$ cat src/rtl/flashProgPkg.sv
package flashProgPkg;

  typedef enum logic [2:0] {
    MODE_IDLE  = 3'd0,
    MODE_WRITE = 3'd1,
    MODE_READ  = 3'd2,
    MODE_SIG   = 3'd3,
    MODE_LOCK  = 3'd4
  } modeE;

  typedef enum logic [1:0] {
    ST_IDLE,
    ST_BYTE,
    ST_LOCK,
    ST_ERASE
  } stateE;

  // strobes from control to datapath
  typedef struct packed {
    logic captureByte;
    logic commitByte;
    logic captureLock;
    logic commitLock;
    logic commitErase;
    logic pollActive;
  } ctlStrobeT;

  localparam logic [7:0] SIG_MAKER   = 8'h1E;
  localparam logic [7:0] SIG_DEVICE  = 8'h52;
  localparam logic [7:0] SIG_VOLT_HV = 8'hFF;
  localparam logic [7:0] SIG_VOLT_LV = 8'h05;

endpackage

$ cat src/rtl/flashProgCtrl.sv
module flashProgCtrl
  import flashProgPkg::*;
#(
  parameter int WRITE_CYCLES = 16,
  parameter int ERASE_CYCLES = 32
) (
  input  logic       clk,
  input  logic       rstN,
  input  logic [2:0] modeSel,
  input  logic       progStrobe,
  input  logic       eraseCmd,
  input  logic       hvMode,
  input  logic       vppHigh,
  input  logic       lockProg,
  output ctlStrobeT  ctl,
  output logic       readyOut
);

  localparam int MAX_CYCLES = (WRITE_CYCLES > ERASE_CYCLES) ? WRITE_CYCLES : ERASE_CYCLES;
  localparam int CNT_W = $clog2(MAX_CYCLES + 1);
  localparam logic [CNT_W-1:0] WRITE_LOAD = CNT_W'(WRITE_CYCLES);
  localparam logic [CNT_W-1:0] ERASE_LOAD = CNT_W'(ERASE_CYCLES);

  stateE            state;
  logic [CNT_W-1:0] cnt;
  logic             strobeQ;
  logic             eraseQ;
  modeE             mode;

  logic strobeRise, eraseRise, voltageOk, isIdle, lastCycle;
  logic startByte, startLock, startErase;

  assign mode       = modeE'(modeSel);
  assign strobeRise = progStrobe & ~strobeQ;
  assign eraseRise  = eraseCmd & ~eraseQ;
  assign voltageOk  = ~hvMode | vppHigh;
  assign isIdle     = (state == ST_IDLE);
  assign lastCycle  = !isIdle && (cnt == CNT_W'(1));

  // erase wins over a strobe seen on the same edge
  assign startErase = isIdle && eraseRise && voltageOk;
  assign startByte  = isIdle && !eraseRise && strobeRise && voltageOk &&
                      (mode == MODE_WRITE) && !lockProg;
  assign startLock  = isIdle && !eraseRise && strobeRise && voltageOk &&
                      (mode == MODE_LOCK);

  always_ff @(posedge clk or negedge rstN) begin
    if (!rstN) begin
      strobeQ <= 1'b0;
      eraseQ  <= 1'b0;
    end else begin
      strobeQ <= progStrobe;
      eraseQ  <= eraseCmd;
    end
  end

  always_ff @(posedge clk or negedge rstN) begin
    if (!rstN) begin
      state <= ST_IDLE;
      cnt   <= '0;
    end else if (isIdle) begin
      if (startErase) begin
        state <= ST_ERASE;
        cnt   <= ERASE_LOAD;
      end else if (startByte) begin
        state <= ST_BYTE;
        cnt   <= WRITE_LOAD;
      end else if (startLock) begin
        state <= ST_LOCK;
        cnt   <= WRITE_LOAD;
      end
    end else if (lastCycle) begin
      state <= ST_IDLE;
      cnt   <= '0;
    end else begin
      cnt <= cnt - CNT_W'(1);
    end
  end

  always_comb begin
    ctl             = '0;
    ctl.captureByte = startByte;
    ctl.captureLock = startLock;
    ctl.commitByte  = lastCycle && (state == ST_BYTE);
    ctl.commitLock  = lastCycle && (state == ST_LOCK);
    ctl.commitErase = lastCycle && (state == ST_ERASE);
    ctl.pollActive  = (state == ST_BYTE);
  end

  assign readyOut = isIdle;

  AST_BUSY_COUNT_LIVE: assert property (@(posedge clk) disable iff (!rstN)
    !readyOut |-> (cnt != '0)) else $error("busy with empty counter");

  AST_READY_FALLS: assert property (@(posedge clk) disable iff (!rstN)
    (ctl.captureByte || ctl.captureLock) |=> !readyOut) else $error("ready did not fall");

  AST_BUSY_HOLDS: assert property (@(posedge clk) disable iff (!rstN)
    (!isIdle && !lastCycle) |=> (state == $past(state))) else $error("busy operation disturbed");

  AST_NO_START_LOW_VOLT: assert property (@(posedge clk) disable iff (!rstN)
    (isIdle && hvMode && !vppHigh) |=> readyOut) else $error("started without high voltage");

endmodule

$ cat src/rtl/flashProgData.sv
module flashProgData
  import flashProgPkg::*;
#(
  parameter int ADDR_W = 8
) (
  input  logic              clk,
  input  logic              rstN,
  input  ctlStrobeT         ctl,
  input  logic [ADDR_W-1:0] addrIn,
  input  logic [7:0]        dataIn,
  input  logic [2:0]        modeSel,
  input  logic              hvMode,
  output logic [7:0]        dataOut,
  output logic              lockProg
);

  localparam int DEPTH = 1 << ADDR_W;
  localparam logic [ADDR_W-1:0] SIG_OFF0 = ADDR_W'(8'h30);
  localparam logic [ADDR_W-1:0] SIG_OFF1 = ADDR_W'(8'h31);
  localparam logic [ADDR_W-1:0] SIG_OFF2 = ADDR_W'(8'h32);

  logic [7:0]        mem [DEPTH];
  logic [ADDR_W-1:0] lastAddr;
  logic [7:0]        lastData;
  logic [1:0]        pendLock;
  logic              lockVerify;
  modeE              mode;

  assign mode = modeE'(modeSel);

  always_ff @(posedge clk or negedge rstN) begin
    if (!rstN) begin
      for (int i = 0; i < DEPTH; i++) mem[i] <= 8'hFF;
    end else if (ctl.commitErase) begin
      for (int i = 0; i < DEPTH; i++) mem[i] <= 8'hFF;
    end else if (ctl.commitByte) begin
      mem[lastAddr] <= lastData;
    end
  end

  always_ff @(posedge clk or negedge rstN) begin
    if (!rstN) begin
      lastAddr <= '0;
      lastData <= 8'hFF;
      pendLock <= '0;
    end else begin
      if (ctl.captureByte) begin
        lastAddr <= addrIn;
        lastData <= mem[addrIn] & dataIn;
      end
      if (ctl.captureLock) pendLock <= dataIn[1:0];
    end
  end

  always_ff @(posedge clk or negedge rstN) begin
    if (!rstN) begin
      lockProg   <= 1'b0;
      lockVerify <= 1'b0;
    end else if (ctl.commitErase) begin
      lockProg   <= 1'b0;
      lockVerify <= 1'b0;
    end else if (ctl.commitLock) begin
      lockProg   <= lockProg | pendLock[0];
      lockVerify <= lockVerify | pendLock[1];
    end
  end

  always_comb begin
    dataOut = 8'h00;
    case (mode)
      MODE_READ: begin
        if (lockVerify)                                 dataOut = 8'h00;
        else if (ctl.pollActive && addrIn == lastAddr)  dataOut = {~lastData[7], lastData[6:0]};
        else                                            dataOut = mem[addrIn];
      end
      MODE_SIG: begin
        if (addrIn == SIG_OFF0)      dataOut = SIG_MAKER;
        else if (addrIn == SIG_OFF1) dataOut = SIG_DEVICE;
        else if (addrIn == SIG_OFF2) dataOut = hvMode ? SIG_VOLT_HV : SIG_VOLT_LV;
      end
      default: dataOut = 8'h00;
    endcase
  end

  AST_SINGLE_COMMIT: assert property (@(posedge clk) disable iff (!rstN)
    $onehot0({ctl.commitByte, ctl.commitLock, ctl.commitErase})) else $error("two commits");

  AST_CLEAR_ONLY: assert property (@(posedge clk) disable iff (!rstN)
    ctl.commitByte |=> ((mem[$past(lastAddr)] & ~$past(mem[lastAddr])) == 8'h00))
    else $error("byte write set a bit");

  AST_LOCKED_NO_CAPTURE: assert property (@(posedge clk) disable iff (!rstN)
    ctl.captureByte |-> !lockProg) else $error("write accepted under lock");

  AST_LOCK_STICKY: assert property (@(posedge clk) disable iff (!rstN)
    (lockProg && !ctl.commitErase) |=> lockProg) else $error("program lock dropped");

  AST_ERASE_BLANK: assert property (@(posedge clk) disable iff (!rstN)
    ctl.commitErase |=> (mem[0] == 8'hFF && mem[DEPTH-1] == 8'hFF && !lockProg && !lockVerify))
    else $error("erase incomplete");

endmodule

$ cat src/rtl/flashByteProg.sv
module flashByteProg
  import flashProgPkg::*;
#(
  parameter int ADDR_W       = 8,
  parameter int WRITE_CYCLES = 16,
  parameter int ERASE_CYCLES = 32
) (
  input  logic              clk,
  input  logic              rstN,
  input  logic [ADDR_W-1:0] addrIn,
  input  logic [7:0]        dataIn,
  input  logic [2:0]        modeSel,
  input  logic              progStrobe,
  input  logic              eraseCmd,
  input  logic              hvMode,
  input  logic              vppHigh,
  output logic [7:0]        dataOut,
  output logic              readyOut
);

  ctlStrobeT ctl;
  logic      lockProg;

  flashProgCtrl #(
    .WRITE_CYCLES(WRITE_CYCLES),
    .ERASE_CYCLES(ERASE_CYCLES)
  ) ctrl_i (
    .clk       (clk),
    .rstN      (rstN),
    .modeSel   (modeSel),
    .progStrobe(progStrobe),
    .eraseCmd  (eraseCmd),
    .hvMode    (hvMode),
    .vppHigh   (vppHigh),
    .lockProg  (lockProg),
    .ctl       (ctl),
    .readyOut  (readyOut)
  );

  flashProgData #(
    .ADDR_W(ADDR_W)
  ) data_i (
    .clk     (clk),
    .rstN    (rstN),
    .ctl     (ctl),
    .addrIn  (addrIn),
    .dataIn  (dataIn),
    .modeSel (modeSel),
    .hvMode  (hvMode),
    .dataOut (dataOut),
    .lockProg(lockProg)
  );

endmodule

$ cat config.mk
export PLATFORM = sky130hd
export DESIGN_NAME = flashByteProg
export DESIGN_NICKNAME = d
export VERILOG_FILES = /design/src/rtl/flashProgPkg.sv /design/src/rtl/flashProgCtrl.sv /design/src/rtl/flashProgData.sv /design/src/rtl/flashByteProg.sv
export SDC_FILE = /design/constraint.sdc
export NUM_CORES = 2
export LEC_CHECK = 0
export ABC_AREA = 1
export BUFFER_PORTS_ARGS = -buffer_cell sky130_fd_sc_hd__buf_2
export CAP_MARGIN = 5
export CORE_MARGIN = 2
export CORE_UTILIZATION = 40
export DETAILED_ROUTE_END_ITERATION = 10
export PLACE_DENSITY = 0.61
export SLEW_MARGIN = 10
export SYNTH_ARGS = -nofsm -noshare
export SYNTH_HDL_FRONTEND = slang
export SYNTH_SLANG_ARGS = --single-unit
$ cat constraint.sdc
create_clock -name clk -period 2.3 [get_ports clk]
set_input_delay 0.115 -clock clk [delete_from_list [all_inputs] [get_ports clk]]
set_output_delay 0.115 -clock clk [all_outputs]
set_load 0.005 [all_outputs]
---- Word-level counts from Yosys, hierarchy flattened ----
Cells that the tools add are included.
word-level totals
  register bits ........................... 2078
  bits of input ports ..................... 25
  logic and storage cells ................. 345
cells by class
  add/sub/neg operators ................... 1
  magnitude comparators ................... 3
  equal/unequal tests ..................... 13
  multiplexer cells ....................... 29
  bitwise gates (word level) .............. 12
  reductions and logical operators ........ 22
operators with widths
  kind                   count
  $mux W2048             2
  $bwmux W2048           1
  $mux W8                9
  $bmux W8 S8            1
  $demux W8 S8           1
  $mux W6                5
  $eq A8 B6 Y1 const B   3
  $ge A9 B9 Y1 const B   2
  $not A8 Y9             2
  $pmux W8 S2            1
  $logic_and A1 B1 Y1    14
  $mux W2                5
  $lt A9 B1 Y1 const B   1
  $and A8 B8 Y8          1
  $eq A8 B8 Y1           1
  $eq A3 B2 Y1 const B   2
  $eq A6 B1 Y1 const B   1
  $reduce_bool A2 Y1     3
  $sub A6 B1 Y6 const B  1
  $eq A2 B2 Y1 const B   2
  $mux W1                4
  $ne A4 B4 Y1 const B   1
  $not A1 Y1             4
  $eq A3 B1 Y1 const B   1
  other kinds (7)        12

---- Logic depth before layout (Yosys ltp) ----
  depth after elaboration ................. 11
  depth in mapped cells ................... 22
  mapped depth without buffers ............ 19

---- By module ----
Synthesis repeated with hierarchy kept, for this count alone.
second synthesis, totals
  cell total of the unflattened synthesis .. 13179
  area total of the unflattened synthesis .. 103411.7 um2
by module, submodules not included
  module         times used  cells each  area each (um2)  seq. area each (um2)
  flashProgData  1           13092       102754.8         54322.1
  flashProgCtrl  1           87          656.9            250.2

---- Worst setup path before layout ----
OpenSTA, ideal clock, no wires.
  kind .................................... flip-flop to flip-flop
  start point ............................. register ctrl_i.cnt[1]
  end point ............................... register data_i.mem[1840] (netlist name)
  arrival time ............................ 1.881 ns
  data required time ...................... 2.226 ns
  path slack .............................. 0.346 ns
  cell stages (with the launch flop) ...... 11
  path through ............................ dfrtp_1 > inv_1 > ha_1 > nand4_2 > nor2_4 > inv_2 > buf_6 > buf_2 > a21oi_1 > nor2_1 > a21oi_1
between the ends
  word-level cells in the longest chain between the ends .. 4
  elaborated cells between the ends (all ways) .. 6
  classes of those cells .................. eq/ne (1); mux (1); reduce/logical (4)
RTL lines
  item                                              line                                      RTL
  start, declared                                   flashProgCtrl.sv:25                       logic [CNT_W-1:0] cnt;
  start signal, assigned                            flashProgCtrl.sv:76                       cnt <= cnt - CNT_W'(1);
  $eq A6 B1 Y1 *                                    flashProgCtrl.sv:38                       assign lastCycle = !isIdle && (cnt == CNT_W'(1));
  $logic_and A1 B1 Y1 *                             flashProgCtrl.sv:38
  $logic_and A1 B1 Y1 (on tied branches)            flashProgCtrl.sv:86, flashProgCtrl.sv:84
  $mux W2048 or $reduce_bool A2 Y1 (tied branches)  --
  end signal, assigned by index                     flashProgData.sv:37                       mem[lastAddr] <= lastData;
  end, declared                                     flashProgData.sv:22                       logic [7:0] mem [DEPTH];
Mark *: on every way between the ends. The rest lies on a longest branch, timed or not.
A chain may end at the register's enable or synchronous reset.

---- Worst setup path after layout ----
  start point ............................. register data_i.mem[745] (netlist name)
  end point ............................... output port dataOut[1]
between the ends
  word-level cells in the longest chain between the ends .. 6
RTL lines
  item                                        line                 RTL
  $bmux W8 S8                                 flashProgData.sv:74  else dataOut = mem[addrIn];
  $mux W8 (not written as such) (2 in a row)  flashProgData.sv:74
  $mux W8                                     flashProgData.sv:73  else if (ctl.pollActive && addrIn == lastAddr) dataOut = {~lastData[7], lastData[6:0]};
  $mux W8                                     flashProgData.sv:72  if (lockVerify) dataOut = 8'h00;
  $pmux W8 S2                                 flashProgData.sv:70  case (mode)
  end, declared                               flashByteProg.sv:17  output logic [7:0] dataOut,
No other way between the ends. The select of a mux whose other input is x is not followed.

==> flow_summary.yaml <==
synth:
  synth_cell_types: 41
  syn-num-nets: 13100
  ys_ff_latch: 2078
  synth_top_area_share_pct: 52.0
  yosysSeqAreaShare_pct: 52.5
  netlist_instances: 13100
  yosysWarnings: 0
  ys_top_cells_by_area: "dfstp_2, nand2_1, a21oi_1, nor2_1, nand3_1"
  syn_area_per_cell_um2: 7.94
  synth_area_leader_cell: "dfstp_2"
  syn-cell-area_um2: 104000
pwr:
  p_seq_share_pct: 46.1
  power.switching_mw: 19.5
  p_leak_nw: 51.7
  worst_ir_drop_vdd_v: 0.000825
  p_int_mw: 60.2
  power_density_nw_per_um2: 639
  clkPwrFrac_pct: 47.5
  power.total_mw: 79.7
  comb_power_share_pct: 6.4
  swShare_pct: 24.5
worst_hold_path:
  min_path_type: "in -> reg"
cts:
  cts.sinks: 2078
  tritoncts: "done"
  cts_htree_levels: 4
  path_clk_slew_ns: 0.07
  cts_root_buf: "clkbuf_16"
  clk_latency_ns: 0.90
  cts-buffers-inserted: 222
  clock_path_buffers: 3
timing:
  setup_viol: 8
  hold_viol_final: 0
  finalCritPeriodShare_pct: 135
  max_slew.worst_pin.slew_ns: 0.903
  maxSlewViolCount: 0
  slew_headroom_pct: 39.6
  rsz0062_at_grt: "yes"
  skew_ns: 0.0449
  tns_ns: -6.12
  layout_setup_ws_ns: -0.803
  timing.final.crit_period_ns: 3.10
  clock.fmax_mhz: 322
placement:
  hpwl_um: 247000
  pre_cts_slack_ns: -1.06
  finalWeightedCongestion: 0.939
  portBuffers: 33
finish:
  fin_nets: 13600
  final_layout_size_suffix_gt1_share_pct: 30.5
  syn2layout_area_growth_pct: 20.0
floorplanning:
  die_h_um: 514
  ios: 34
  die_area_um2: 264000
  die_w_um: 514
  start_util_pct: 40.1
  rows: 187
  core_um2: 259000
routing:
  via_count: 94000
  avgRoutedWirePerCell_um: 22.1
  final_antenna_net_count: 0
  firstDrtPassIters: 6
  via_per_inst: 5.48
  drc: 0
  drt_iter0_markers: 9237
  routed_wl_um: 378000
grt:
  grt_pass1_vias: 90800
  track_usage_pct: 28.0
  grt_pass1_wl_um: 573000
  antenna_found_initial: 10
  grt_max_degree: 123
  grt.overflow.total: 0
setup_path:
  cp-start-kind: "flip-flop"
  required_ns: 2.18
  cp.arrival_ns: 2.99
  worstSetupPathType: "reg -> out"
  critical_path.max_fanout: 2
  cp-end-kind: "output port"
status:
  status: "finished, violations left"
  violations: "setup timing"
flow_run:
  max_cap_viol_count: 0
stage by stage:
stage	utilization [%]	cells	instance area [µm²]	hold slack, ns
6_report	48.2	17100	125000	0.0973
5_1_grt	48.2	17100	125000	0.0827
4_1_cts	47.5	17100	123000	0.0259
3_5_place_dp	44.2	16700	114000	0.236
3_3_place_gp	44.2	16700	114000	0.236
2_1_floorplan	-	13100	104000	-0.181
final timing paths:
kind / slack (ns) / depth (start not counted) / startpoint / to
worst max-delay path: -0.80 / 16 / data_i.mem[745] / dataOut[1]
worst min-delay path: 0.1 / 3 / addrIn[6] / data_i.lastAddr[6]
worst max register to register: 0.02 / 11 / ctrl_i.cnt[1] / data_i.mem[310]
worst min register to register: 0.48 / 2 / data_i.mem[705] / data_i.mem[705]
max in group asynchronous: 0.38 / 5 / rstN / data_i.mem[731]
min in group asynchronous: 0.15 / 3 / rstN / data_i.mem[1470]
layout by cell type, fill, tap and decap left out, drive strengths merged, types with 16 or more instances in the layout:
cell type / count
dlygate4sd3: 32
inv: 742
a21oi: 2473
nand4: 67
a22oi: 31
a31oi: 16
clkinv: 53
dfstp: 2056
nor2: 2538
nor3: 264
bufinv: 19
clkbuf: 333
nand2: 3200
dfrtp: 22
o21ai: 175
o211ai: 36
buf: 969
nand3: 676
logic make-up after synthesis:
logic type | count (synthesis) | share of synthesized area [%]
buffers and inverters | 1503 | 6.10
DFF | 2078 | 52.5
adders and majority gates | 2 | 0.0241
and+or+nand+nor | 6763 | 27.0
xor gates and xnor gates | 3 | 0.0253
AOI/OAI and AO/OA | 2741 | 14.3
metal layers:
metal	vias up	share of wire (%)	GRT usage, %
met5	-	0.015	0
met4	8	4.3	11.0
met3	727	8.0	5.14
met2	3628	45	43.0
met1	46400	43	39.1
li1	43200	-	-
worst max-delay path, cell delays in order (launching register included):
cell and delay, ns:
dfstp_2 0.54, inv_1 0.04, nand2_1 0.07, nand3_2 0.11, nand3_1 0.09, nand2_1 0.06, nand2_2 0.06, inv_2 0.05
a21oi_4 0.22, buf_6 0.16, nor2_2 0.04, nand2_1 0.09, nand3_4 0.17, nand3_4 0.18, nand2_2 0.07, nand2_2 0.05
buf_2 0.10
synth_stat cells, drive strengths merged:
cell type	instances
nor2	2538
a31oi	16
o22ai	1
o211ai	36
clkbuf	352
dfstp	2056
nor4b	1
xnor2	1
xor2	2
clkinv	10
buf	417
o21a	1
nand3b	9
o21ai	175
and3	1
nor3b	1
a41oi	8
ha	2
a22oi	31
nor3	264
nand3	676
nand4	67
or2	1
nand2	3200
dfrtp	22
inv	724
nor4	5
a21oi	2473
state kept, by name, indices dropped and copies added, names as in the netlist:
register / cells
ctrl_i.cnt: 6
ctrl_i.eraseQ: 1
ctrl_i.state: 2
ctrl_i.strobeQ: 1
data_i.lastAddr: 8
data_i.lastData: 8
data_i.lockProg: 1
data_i.lockVerify: 1
data_i.mem: 2048
data_i.pendLock: 2
cell type report:
| type | count | area (µm²) |
|---|---|---|
| diodes | 3 | 7.51 |
| clock inverters | 87 | 1050 |
| repair buffers | 1003 | 10200 |
| fillers | 24800 | 134000 |
| flip-flops and latches | 2078 | 54600 |
| well taps | 3402 | 4260 |
| clock buffers | 331 | 6600 |
| multi-input cells | 9509 | 45200 |
| repair inverters | 2 | 17.5 |
| inverters | 734 | 2860 |
repair_timing:
| action | in CTS | in global routing |
|---|---|---|
| hold buffers | 32 | 0 |
| setup buffers | 2 | 17 |
| gates cloned | 0 | 4 |
| endpoints found under the hold margin | 980 | 0 |
| endpoints found under the setup margin | 28 | 938 |
| pin swaps | 54 | 89 |
| gates resized for setup | 161 | 302 |
power by group through the flow:
stage	sequential, mW	clock (mW)	combinational (mW)
2_1_floorplan	37.3	0	2.01
3_5_place_dp	37.3	0	4.76
6_report	36.8	37.9	5.06
4_1_cts	36.8	38.4	4.92
5_1_grt	36.7	39.8	5.40
3_3_place_gp	37.3	0	4.78
Note: power is estimated with default switching activity, not from simulation.
